### src/rtl/pxtag_pkg.sv
package pxtag_pkg;

    typedef enum logic [2:0] {
        RG_BLANK = 3'd0,
        RG_DUMMY = 3'd1,
        RG_OBLK  = 3'd2,
        RG_EFF   = 3'd3,
        RG_ACT   = 3'd4
    } region_e;

    typedef enum logic [2:0] {
        CL_NONE = 3'd0,
        CL_GR   = 3'd1,
        CL_R    = 3'd2,
        CL_B    = 3'd3,
        CL_GB   = 3'd4
    } colour_e;

    typedef enum logic [2:0] {
        HZ_BLANK,
        HZ_DUMMY,
        HZ_OBF,
        HZ_EFF,
        HZ_OBR
    } hzone_e;

    typedef enum logic [1:0] {
        VZ_OBF,
        VZ_EFF,
        VZ_OBR,
        VZ_OUT
    } vzone_e;

    typedef struct packed {
        region_e region;
        colour_e colour;
        logic    chan_rb;
        logic    blk_valid;
    } tag_t;

    localparam tag_t TAG_IDLE = '{RG_BLANK, CL_NONE, 1'b0, 1'b0};

    // Bayer phase: a red line carries R/Gr, the other line carries Gb/B.
    function automatic colour_e bayer_colour(input logic red_line, input logic even_col);
        if (red_line) return even_col ? CL_R : CL_GR;
        else          return even_col ? CL_GB : CL_B;
    endfunction

    function automatic logic is_red_blue(input colour_e c);
        return (c == CL_R) || (c == CL_B);
    endfunction

    function automatic region_e merge_region(input hzone_e h, input vzone_e v, input logic in_act);
        region_e r;
        case (h)
            HZ_DUMMY: r = RG_DUMMY;
            HZ_BLANK: r = RG_BLANK;
            default: begin
                if (v == VZ_OUT)                     r = RG_BLANK;
                else if (h != HZ_EFF || v != VZ_EFF) r = RG_OBLK;
                else                                 r = in_act ? RG_ACT : RG_EFF;
            end
        endcase
        return r;
    endfunction

endpackage

### src/rtl/pxtag_col_tracker.sv
module pxtag_col_tracker #(
    parameter int SPAN  = 1716,
    parameter int COL_W = 11
) (
    input  logic             clk,
    input  logic             rst,
    input  logic             line_start,
    output logic [COL_W-1:0] cur_col
);
    localparam logic [COL_W-1:0] SAT = COL_W'(SPAN);

    logic [COL_W-1:0] col_q;

    // col_q holds the index of the sample expected in the current cycle;
    // it parks at SAT (a blanking index) until the next strobe.
    always_ff @(posedge clk) begin
        if (rst)                col_q <= SAT;
        else if (line_start)    col_q <= COL_W'(1);
        else if (col_q != SAT)  col_q <= col_q + 1'b1;
    end

    assign cur_col = line_start ? '0 : col_q;


    restart_chk: assert property (@(posedge clk) disable iff (rst)
        line_start |=> (col_q == COL_W'(1)));


    step_chk: assert property (@(posedge clk) disable iff (rst)
        (!line_start && col_q != SAT) |=> (col_q == $past(col_q) + 1'b1));


    park_chk: assert property (@(posedge clk) disable iff (rst)
        (!line_start && col_q == SAT) |=> (col_q == SAT));

endmodule

### src/rtl/pxtag_row_latch.sv
module pxtag_row_latch #(
    parameter int LINE_W = 11
) (
    input  logic              clk,
    input  logic              rst,
    input  logic              line_start,
    input  logic [LINE_W-1:0] line_num,
    input  logic              field,
    output logic [LINE_W-1:0] cur_row,
    output logic              cur_field
);
    logic [LINE_W-1:0] row_q;
    logic              field_q;

    always_ff @(posedge clk) begin
        if (rst) begin
            row_q   <= '0;
            field_q <= 1'b0;
        end else if (line_start) begin
            row_q   <= line_num;
            field_q <= field;
        end
    end

    assign cur_row   = line_start ? line_num : row_q;
    assign cur_field = line_start ? field    : field_q;


    row_hold_chk: assert property (@(posedge clk) disable iff (rst)
        !line_start |=> (row_q == $past(row_q) && field_q == $past(field_q)));

endmodule

### src/rtl/pxtag_h_classify.sv
module pxtag_h_classify
    import pxtag_pkg::*;
#(
    parameter int DUMMY  = 28,
    parameter int HOBF   = 4,
    parameter int HEFF   = 1636,
    parameter int HOBR   = 48,
    parameter int MARG_H = 8,
    parameter int COL_W  = 11
) (
    input  logic [COL_W-1:0] col,
    output hzone_e           zone,
    output logic             in_act,
    output logic             even_col
);
    localparam int I_EFF = DUMMY + HOBF;
    localparam int I_OBR = I_EFF + HEFF;
    localparam int I_END = I_OBR + HOBR;

    localparam logic [COL_W-1:0] C_OBF = COL_W'(DUMMY);
    localparam logic [COL_W-1:0] C_EFF = COL_W'(I_EFF);
    localparam logic [COL_W-1:0] C_OBR = COL_W'(I_OBR);
    localparam logic [COL_W-1:0] C_END = COL_W'(I_END);
    localparam logic [COL_W-1:0] C_ALO = COL_W'(I_EFF + MARG_H);
    localparam logic [COL_W-1:0] C_AHI = COL_W'(I_OBR - MARG_H);

    always_comb begin
        if (col < C_OBF)      zone = HZ_DUMMY;
        else if (col < C_EFF) zone = HZ_OBF;
        else if (col < C_OBR) zone = HZ_EFF;
        else if (col < C_END) zone = HZ_OBR;
        else                  zone = HZ_BLANK;
    end

    assign in_act   = (col >= C_ALO) && (col < C_AHI);
    assign even_col = (col[0] == C_EFF[0]);

endmodule

### src/rtl/pxtag_v_classify.sv
module pxtag_v_classify
    import pxtag_pkg::*;
#(
    parameter int VOBF   = 10,
    parameter int VEFF   = 1236,
    parameter int VOBR   = 2,
    parameter int MARG_V = 8,
    parameter int LINE_W = 11
) (
    input  logic [LINE_W-1:0] row,
    input  logic              field,
    output vzone_e            zone,
    output logic              in_act,
    output logic              red_line
);
    localparam int I_OBR = VOBF + VEFF;
    localparam int I_END = I_OBR + VOBR;

    localparam logic [LINE_W-1:0] R_EFF = LINE_W'(VOBF);
    localparam logic [LINE_W-1:0] R_OBR = LINE_W'(I_OBR);
    localparam logic [LINE_W-1:0] R_END = LINE_W'(I_END);
    localparam logic [LINE_W-1:0] R_ALO = LINE_W'(VOBF + MARG_V);
    localparam logic [LINE_W-1:0] R_AHI = LINE_W'(I_OBR - MARG_V);

    logic even_row;

    always_comb begin
        if (row < R_EFF)      zone = VZ_OBF;
        else if (row < R_OBR) zone = VZ_EFF;
        else if (row < R_END) zone = VZ_OBR;
        else                  zone = VZ_OUT;
    end

    assign in_act   = (row >= R_ALO) && (row < R_AHI);
    assign even_row = (row[0] == R_EFF[0]);
    assign red_line = even_row ^ field;

endmodule

### src/rtl/pxtag_top.sv
module pxtag_top
    import pxtag_pkg::*;
#(
    parameter int DUMMY  = 28,
    parameter int HOBF   = 4,
    parameter int HEFF   = 1636,
    parameter int HOBR   = 48,
    parameter int VOBF   = 10,
    parameter int VEFF   = 1236,
    parameter int VOBR   = 2,
    parameter int MARG_H = 8,
    parameter int MARG_V = 8,
    parameter int LINE_W = 11
) (
    input  logic              clk,
    input  logic              rst,
    input  logic              line_start_i,
    input  logic [LINE_W-1:0] line_num_i,
    input  logic              field_i,
    output logic [2:0]        region_o,
    output logic [2:0]        colour_o,
    output logic              chan_rb_o,
    output logic              blk_valid_o
);
    localparam int SPAN  = DUMMY + HOBF + HEFF + HOBR;
    localparam int COL_W = $clog2(SPAN + 1);

    logic [COL_W-1:0]  cur_col;
    logic [LINE_W-1:0] cur_row;
    logic              cur_field;
    hzone_e            hz;
    vzone_e            vz;
    logic              h_act, v_act, even_col, red_line;
    tag_t              nxt, tag_q;

    pxtag_col_tracker #(.SPAN(SPAN), .COL_W(COL_W)) u_col (
        .clk(clk), .rst(rst), .line_start(line_start_i), .cur_col(cur_col)
    );

    pxtag_row_latch #(.LINE_W(LINE_W)) u_row (
        .clk(clk), .rst(rst), .line_start(line_start_i),
        .line_num(line_num_i), .field(field_i),
        .cur_row(cur_row), .cur_field(cur_field)
    );

    pxtag_h_classify #(
        .DUMMY(DUMMY), .HOBF(HOBF), .HEFF(HEFF), .HOBR(HOBR),
        .MARG_H(MARG_H), .COL_W(COL_W)
    ) u_hcls (
        .col(cur_col), .zone(hz), .in_act(h_act), .even_col(even_col)
    );

    pxtag_v_classify #(
        .VOBF(VOBF), .VEFF(VEFF), .VOBR(VOBR), .MARG_V(MARG_V), .LINE_W(LINE_W)
    ) u_vcls (
        .row(cur_row), .field(cur_field), .zone(vz), .in_act(v_act), .red_line(red_line)
    );

    always_comb begin
        nxt           = TAG_IDLE;
        nxt.region    = merge_region(hz, vz, h_act && v_act);
        if (nxt.region == RG_EFF || nxt.region == RG_ACT)
            nxt.colour = bayer_colour(red_line, even_col);
        nxt.chan_rb   = is_red_blue(nxt.colour);
        nxt.blk_valid = (hz == HZ_OBR) && (vz == VZ_EFF);
    end

    always_ff @(posedge clk) begin
        if (rst) tag_q <= TAG_IDLE;
        else     tag_q <= nxt;
    end

    assign region_o    = tag_q.region;
    assign colour_o    = tag_q.colour;
    assign chan_rb_o   = tag_q.chan_rb;
    assign blk_valid_o = tag_q.blk_valid;


    rst_idle_chk: assert property (@(posedge clk) disable iff (rst)
        $past(rst) |-> (tag_q == TAG_IDLE));


    first_dummy_chk: assert property (@(posedge clk) disable iff (rst)
        line_start_i |=> (region_o == RG_DUMMY));


    blk_only_black_chk: assert property (@(posedge clk) disable iff (rst)
        blk_valid_o |-> (region_o == RG_OBLK));


    colour_eff_only_chk: assert property (@(posedge clk) disable iff (rst)
        (region_o != RG_EFF && region_o != RG_ACT) |-> (colour_o == CL_NONE));


    green_chan_chk: assert property (@(posedge clk) disable iff (rst)
        (colour_o == CL_GR || colour_o == CL_GB || colour_o == CL_NONE) |-> !chan_rb_o);

endmodule

### config.mk
export PLATFORM = sky130hd
export DESIGN_NAME = pxtag_top
export DESIGN_NICKNAME = d
export VERILOG_FILES = /design/src/rtl/pxtag_pkg.sv /design/src/rtl/pxtag_col_tracker.sv /design/src/rtl/pxtag_row_latch.sv /design/src/rtl/pxtag_h_classify.sv /design/src/rtl/pxtag_v_classify.sv /design/src/rtl/pxtag_top.sv
export SDC_FILE = /design/constraint.sdc
export NUM_CORES = 1
export LEC_CHECK = 0
export BUFFER_PORTS_ARGS = -buffer_cell sky130_fd_sc_hd__buf_2
export CAP_MARGIN = 15
export CORE_UTILIZATION = 44
export CTS_BUF_LIST = sky130_fd_sc_hd__clkbuf_8
export DETAILED_ROUTE_END_ITERATION = 8
export GPL_ROUTABILITY_DRIVEN = 0
export PLACE_DENSITY = 0.69
export SKIP_CTS_REPAIR_TIMING = 1
export SLEW_MARGIN = 40
export SYNTH_ARGS = -nofsm -noshare
export SYNTH_HDL_FRONTEND = slang
export SYNTH_SLANG_ARGS = --single-unit
### constraint.sdc
create_clock -name clk -period 1.7 [get_ports clk]
set_clock_uncertainty 0.05 [all_clocks]
set_input_delay 0.17 -clock clk [delete_from_list [all_inputs] [get_ports clk]]
set_output_delay 0.17 -clock clk [all_outputs]
set_load 0.1 [all_outputs]
==> results of run 1 <==
## cell usage in the layout, fill, tap and decap left out, types with 3 or more instances in the layout
| cell | count |
|---|---|
| ha_1 | 3 |
| nor4_1 | 5 |
| xor2_1 | 7 |
| o21ai_0 | 5 |
| clkbuf_8 | 7 |
| nand4_1 | 4 |
| inv_1 | 5 |
| buf_4 | 18 |
| mux2i_1 | 11 |
| o21bai_1 | 6 |
| nor3_1 | 7 |
| xnor2_1 | 4 |
| dfxtp_1 | 24 |
| buf_2 | 22 |
| nand2_1 | 11 |
| dfxtp_2 | 7 |
| a21oi_1 | 4 |
| nand3_1 | 6 |
| nor2_1 | 20 |
| and3b_1 | 3 |
| nor2b_1 | 3 |
## logic make-up (layout without fill, tap and decap cells)
logic type	after synthesis	count (layout)
buffers and inverters	14	53
adders and majority gates	3	3
AOI/OAI and AO/OA	29	29
xor gates and xnor gates	11	11
DFF	31	31
and+or+nand+nor	77	77
muxes	12	12
## flip-flops by register name, summed over array words and instances, names as in the netlist
name and flops:
u_col.col_q 11, colour_o 3, blk_valid_o 1, u_row.row_q 11, chan_rb_o 1, region_o 3, u_row.field_q 1
## power by group through the flow
stage | clock network (mW) | logic (mW) | registers (mW)
finish | 0.628 | 0.373 | 0.813
global route | 0.672 | 0.402 | 0.817
CTS | 0.644 | 0.354 | 0.806
detailed placement | 0 | 0.353 | 0.822
global placement | 0 | 0.346 | 0.820
floorplan | 0 | 0.158 | 0.911
## through the flow
| step | power (mW) | util (%) |
|---|---|---|
| after global routing | 1.89 | 59.3 |
| after floorplan | 1.07 | - |
| after global placement | 1.17 | 54.6 |
| final | 1.81 | 59.3 |
| after detailed placement | 1.17 | 54.6 |
| after CTS | 1.81 | 57.5 |
## per-layer routing
layer  up-vias  wire length (um)
li1        714                 -
met5         -                 0
met3        12               173
met4         0               129
met1       657              1590
met2        49              1590
## synthesized netlist by cell type (all sizes together) (3+ instances only)
library cell   n
a21oi          4
and3b          3
buf            5
clkbuf         5
dfxtp         31
ha             3
inv            4
mux2i         11
nand2         11
nand3          6
nand4          4
nor2          20
nor2b          3
nor3           7
nor4           7
nor4b          3
o21ai          5
o21bai         6
xnor2          4
xor2           7
## final timing paths
| path | startpoint | end | slack (ps) |
|---|---|---|---|
| worst max-delay path | u_row.row_q[8]$_SDFF_PP0_ | region_o[1]$_SDFF_PP0_ | 50 |
| worst min-delay path | field_i | u_row.field_q$_SDFF_PP0_ | 90 |
| worst max register to register | u_row.row_q[8]$_SDFF_PP0_ | region_o[1]$_SDFF_PP0_ | 50 |
| worst min register to register | u_row.field_q$_SDFF_PP0_ | u_row.field_q$_SDFF_PP0_ | 480 |
## area by class of cell
| type | instances | area (sq um) | share of cell area, % |
|---|---|---|---|
| Clock buffer | 7 | 96.3 | 4.79 |
| Clock inverter | 1 | 3.75 | 0.187 |
| Multi-Input combinational cell | 132 | 943 | 46.9 |
| Tap cell | 46 | 57.6 | 2.86 |
| Inverter | 4 | 15.0 | 0.747 |
| Timing Repair Buffer | 41 | 265 | 13.2 |
| Sequential cell | 31 | 629 | 31.3 |
## critical path, delay by kind of cell, from the launching register on
kind / cells / cell delay (ps)
and+or+nand+nor: 4 / 1010
AOI/OAI and AO/OA: 1 / 130
DFF: 1 / 340
==> results.json, run 1 <==
{
  "use_met2_pct": 28.6,
  "post_drt_wl_per_cell_um": 13.3,
  "grt_pass1_wl_um": 5220,
  "yosys.area_share.simple_pct": 27.7,
  "insertion_delay_ps": 290,
  "start_kind": "flip-flop",
  "path_clk_slew_ps": 60,
  "num_vias": 1432,
  "clk_path_buf_depth": 2,
  "cp_slowest_cell": "or4_4",
  "ioPinCount": 23,
  "r2r_cells": 5,
  "drtIter0Drc": 110,
  "crit_chain": "nor3_1 -> nand2_1 -> o21a_1 -> or4_4 -> nor2b_1",
  "relSlewSlack_pct": 67.7,
  "rows": 21,
  "arrival_ps": 1770,
  "fill_cells": 283,
  "die_x_um": 61.9,
  "portBuffers": 22,
  "synth_compound_area_share_pct": 12.5,
  "synth.area.top_cells": "dfxtp_1 (39%), mux2i_1 (7.0%), nor2_1 (4.8%)",
  "dpl_cell_area_sq_mm": 0.00185,
  "cts_tree": "yes",
  "status": "completed",
  "fin_cells": 262,
  "p_per_area_mw_per_mm2": 902,
  "synthAdderAreaFrac_pct": 2.38,
  "num_antenna_cells": 0,
  "design_area_sq_mm": 0.00201,
  "min_path_type": "input port to flip-flop",
  "die_area_sq_mm": 0.00383,
  "synth-edff-count": 0,
  "cts_root_buf": "clkbuf_8",
  "worst_slack_ps": 50.2,
  "netlist_instances": 177,
  "critPathKind": "flip-flop to flip-flop",
  "synth.distinct_cells": 44,
  "ys_ff_latch": 31,
  "ys_async_sr_fraction_pct": 0,
  "h-tree-depth": 2,
  "ir_drop_mv": 0.534,
  "mappedNetlistArea_sq_mm": 0.00158,
  "clkSinkCount": 31,
  "grt_pass1_vias": 1220,
  "drive_gt1_share_pct": 30.6,
  "wl_um": 3480,
  "worst_pin_slew_ps": 489,
  "synth_xor_area_share_pct": 6.10,
  "cpPeakStageDelay_ps": 540,
  "via_per_inst": 5.47,
  "combinationalPowerShare_pct": 20.5,
  "synth.top_cell.area_share_pct": 39.3,
  "crit_path_max_fanout": 3,
  "yosysTopAreaCell": "dfxtp_1",
  "setup_viol_count_final": 0,
  "yosys_warnings": 0,
  "holdWs_ps": 91.3,
  "fin_crit_sh_pct": 97.0,
  "fin_nets": 233,
  "core_area_sq_mm": 0.00339,
  "switching_share_pct": 29.6,
  "ys_seq_area_share_pct": 39.3,
  "dpl_worst_slack_ps": 6.64,
  "synth_top_family_by_area": "simple AND/OR/NAND/NOR gates",
  "syn2layout_area_growth_pct": 27.3,
  "grt_max_degree": 19,
  "grt_use_total_pct": 19.3,
  "min_path_cells": 3,
  "setup_tns_ps": 0,
  "finalMaxSlewViolations": 0,
  "p_switching_uw": 536,
  "synth_ff_type": "dfxtp_1",
  "dp_hpwl_um": 2490,
  "end_kind": "flip-flop",
  "post-route-min-period_ps": 1650,
  "dp_cells": 254,
  "postSynthAreaPerCell_sq_um": 8.92,
  "ant_nets": 0,
  "critPathRequiredTime_ps": 1820,
  "drc": 0,
  "use_met1_pct": 23.2,
  "first_pass_iters": 4,
  "cellLeakagePower_nw": 0.841,
  "fp.dieH_um": 61.9,
  "grt_busiest_layer": "met2",
  "seq_power_share_pct": 44.8,
  "fmax_ghz": 0.606,
  "cts_buffers": 5,
  "hold_viol_final": 0,
  "muxShareOfSynthArea_pct": 7.69,
  "antenna_found_initial": 0,
  "clkPwrFrac_pct": 34.6,
  "start_util_pct": 46.6,
  "intPower_mw": 1.28,
  "synth_nets": 195,
  "use_met3_pct": 5.59,
  "max_cap_viol_count": 0,
  "grt_overflow": 0
}
Power figures use the tool's default switching activity.
==> run 2: changes to the inputs <==
--- a/config.mk
+++ b/config.mk
@@ -7,11 +7,13 @@
 export LEC_CHECK = 0
 export BUFFER_PORTS_ARGS = -buffer_cell sky130_fd_sc_hd__buf_2
 export CAP_MARGIN = 15
-export CORE_UTILIZATION = 44
+export CELL_PAD_IN_SITES_DETAIL_PLACEMENT = 0
+export CELL_PAD_IN_SITES_GLOBAL_PLACEMENT = 1
+export CORE_UTILIZATION = 40
 export CTS_BUF_LIST = sky130_fd_sc_hd__clkbuf_8
 export DETAILED_ROUTE_END_ITERATION = 8
 export GPL_ROUTABILITY_DRIVEN = 0
-export PLACE_DENSITY = 0.69
+export PLACE_DENSITY = 0.79
 export SKIP_CTS_REPAIR_TIMING = 1
 export SLEW_MARGIN = 40
 export SYNTH_ARGS = -nofsm -noshare
==> constraint.sdc (replaced) <==
create_clock -name clk -period 1.7 [get_ports clk]
set_clock_uncertainty 0.05 [all_clocks]
set_input_delay 0.17 -clock clk [delete_from_list [all_inputs] [get_ports clk]]
set_output_delay 0.17 -clock clk [all_outputs]
set_load 0.005 [all_outputs]
==> results.json, run 2 (same netlist as run 1, synthesis figures left out) <==
{
  "setup_tns_ps": 0,
  "syn2layout_area_growth_pct": 29.6,
  "grt_pass1_vias": 1367,
  "arrival_ps": 1790,
  "holdWs_ps": 97.0,
  "end_kind": "flip-flop",
  "num_antenna_cells": 0,
  "wl_um": 3410,
  "largestRegisters": "u_col.col_q (11), u_row.row_q (11)",
  "worstHoldStart": "line_num_i[0]",
  "portBuffers": 22,
  "h-tree-depth": 2,
  "ioPinCount": 23,
  "fmax_ghz": 0.612,
  "drtIter0Drc": 100,
  "core_area_sq_mm": 0.00372,
  "relSlewSlack_pct": 68.4,
  "p_switching_uw": 448,
  "drive_gt1_share_pct": 32.3,
  "drc": 0,
  "clkSinkCount": 31,
  "hold_viol_final": 0,
  "num_vias": 1444,
  "path_clk_slew_ps": 70,
  "insertion_delay_ps": 290,
  "critPathLaunch": "u_col.col_q[1]$_SDFFE_PP0N_",
  "grt_pass1_wl_um": 5750,
  "cellLeakagePower_nw": 0.853,
  "seq_power_share_pct": 44.1,
  "combinationalPowerShare_pct": 15.0,
  "antenna_found_initial": 0,
  "crit_path_max_fanout": 4,
  "grt_overflow": 0,
  "clk_path_buf_depth": 2,
  "rows": 22,
  "max_cap_viol_count": 0,
  "ant_nets": 0,
  "regToRegStartpoint": "u_col.col_q[1]$_SDFFE_PP0N_",
  "total_power_mw": 1.83,
  "final_common_cell": "dfxtp_1",
  "critPathRequiredTime_ps": 1860,
  "cp_slowest_cell": "dfxtp_1",
  "die_x_um": 64.8,
  "fin_nets": 237,
  "first_pass_iters": 4,
  "setup_viol_count_final": 0,
  "finalMaxSlewViolations": 0,
  "worst_slack_ps": 65.3,
  "crit_chain": "inv_1 -> ha_1 -> nand2_1 -> nor4_4 -> buf_4 -> or3_1 -> xor2_1 -> o21bai_1",
  "fin_crit_sh_pct": 96.2,
  "die_area_sq_mm": 0.00420,
  "cts_buffers": 5,
  "dpl_worst_slack_ps": -26.9,
  "worst_pin_slew_ps": 471,
  "via_per_inst": 5.39,
  "dp_hpwl_um": 2590,
  "status": "completed",
  "clkPwrFrac_pct": 40.9,
  "final_cell_mix": "dfxtp_1 (25), buf_4 (23), buf_2 (22)",
  "dp_cells": 259,
  "post-route-min-period_ps": 1630,
  "post_drt_wl_per_cell_um": 12.7,
  "grt_use_total_pct": 17.9,
  "ir_drop_mv": 0.467,
  "fin_cells": 268,
  "cts_root_buf": "clkbuf_8",
  "fp.dieH_um": 64.8,
  "grt_max_degree": 15,
  "critPathKind": "flip-flop to flip-flop",
  "start_util_pct": 42.5,
  "start_kind": "flip-flop",
  "switching_share_pct": 24.4,
  "cpPeakStageDelay_ps": 380,
  "intPower_mw": 1.39,
  "cts_tree": "yes",
  "min_path_type": "input port to flip-flop",
  "p_per_area_mw_per_mm2": 897
}
## run 2: changes by cell type in the layout (fill, tap and decap cells not counted), moves of 2 or more
cell,previous run,this run
buf_4,18,23
dfxtp_2,7,4
dfxtp_4,0,2
nor4_2,0,2
## run 2: final cells by class
cell class                      instances  area, sq um
Clock buffer                            6         82.6
Multi-Input combinational cell        132          937
Tap cell                               48         60.1
Fill cell                             356         1670
Sequential cell                        31          633
Inverter                                4         15.0
Clock inverter                          2         35.0
Timing Repair Buffer                   45          283
## run 2: metal layers
| metal | up-vias | global-route usage (%) | part of all wire, % |
|---|---|---|---|
| li1 | 721 | - | - |
| met3 | 10 | 5.99 | 5.4 |
| met5 | - | 0 | 0 |
| met2 | 40 | 29.2 | 46 |
| met4 | 0 | 7.50 | 2.2 |
| met1 | 673 | 21.2 | 47 |
## run 2: worst max-delay path, delay by kind of cell, from the launching register on
kind                       cells  cell delay [ps]
and+or+nand+nor                3              470
DFF                            1              380
buffers and inverters          2              200
adders and majority gates      1              170
xor gates and xnor gates       1              150
AOI/OAI and AO/OA              1              130
## run 2: final timing paths
check,to,slack [ps],cells past startpoint
hold reg to reg,u_row.row_q[0]$_SDFF_PP0_,470,2
setup reg to reg,u_col.col_q[9]$_SDFFE_PP1P_,70,8
hold / removal,u_row.row_q[0]$_SDFF_PP0_,100,3
setup / recovery,u_col.col_q[9]$_SDFFE_PP1P_,70,8
## run 2: power by group through the flow
stage | registers, mW | clock network, mW | logic, mW
after floorplan | 0.817 | 0 | 0.158
after global placement | 0.820 | 0 | 0.253
after detailed placement | 0.822 | 0 | 0.259
after CTS | 0.806 | 0.761 | 0.259
after global routing | 0.815 | 0.800 | 0.306
final | 0.809 | 0.751 | 0.275
## run 2: through the flow
stage / cell area [sq um] / utilization [%]
after floorplan: 1580 / -
after global placement: 1860 / 50.1
after detailed placement: 1860 / 50.1
after CTS: 1980 / 53.3
after global routing: 2050 / 55.1
final: 2050 / 55.1
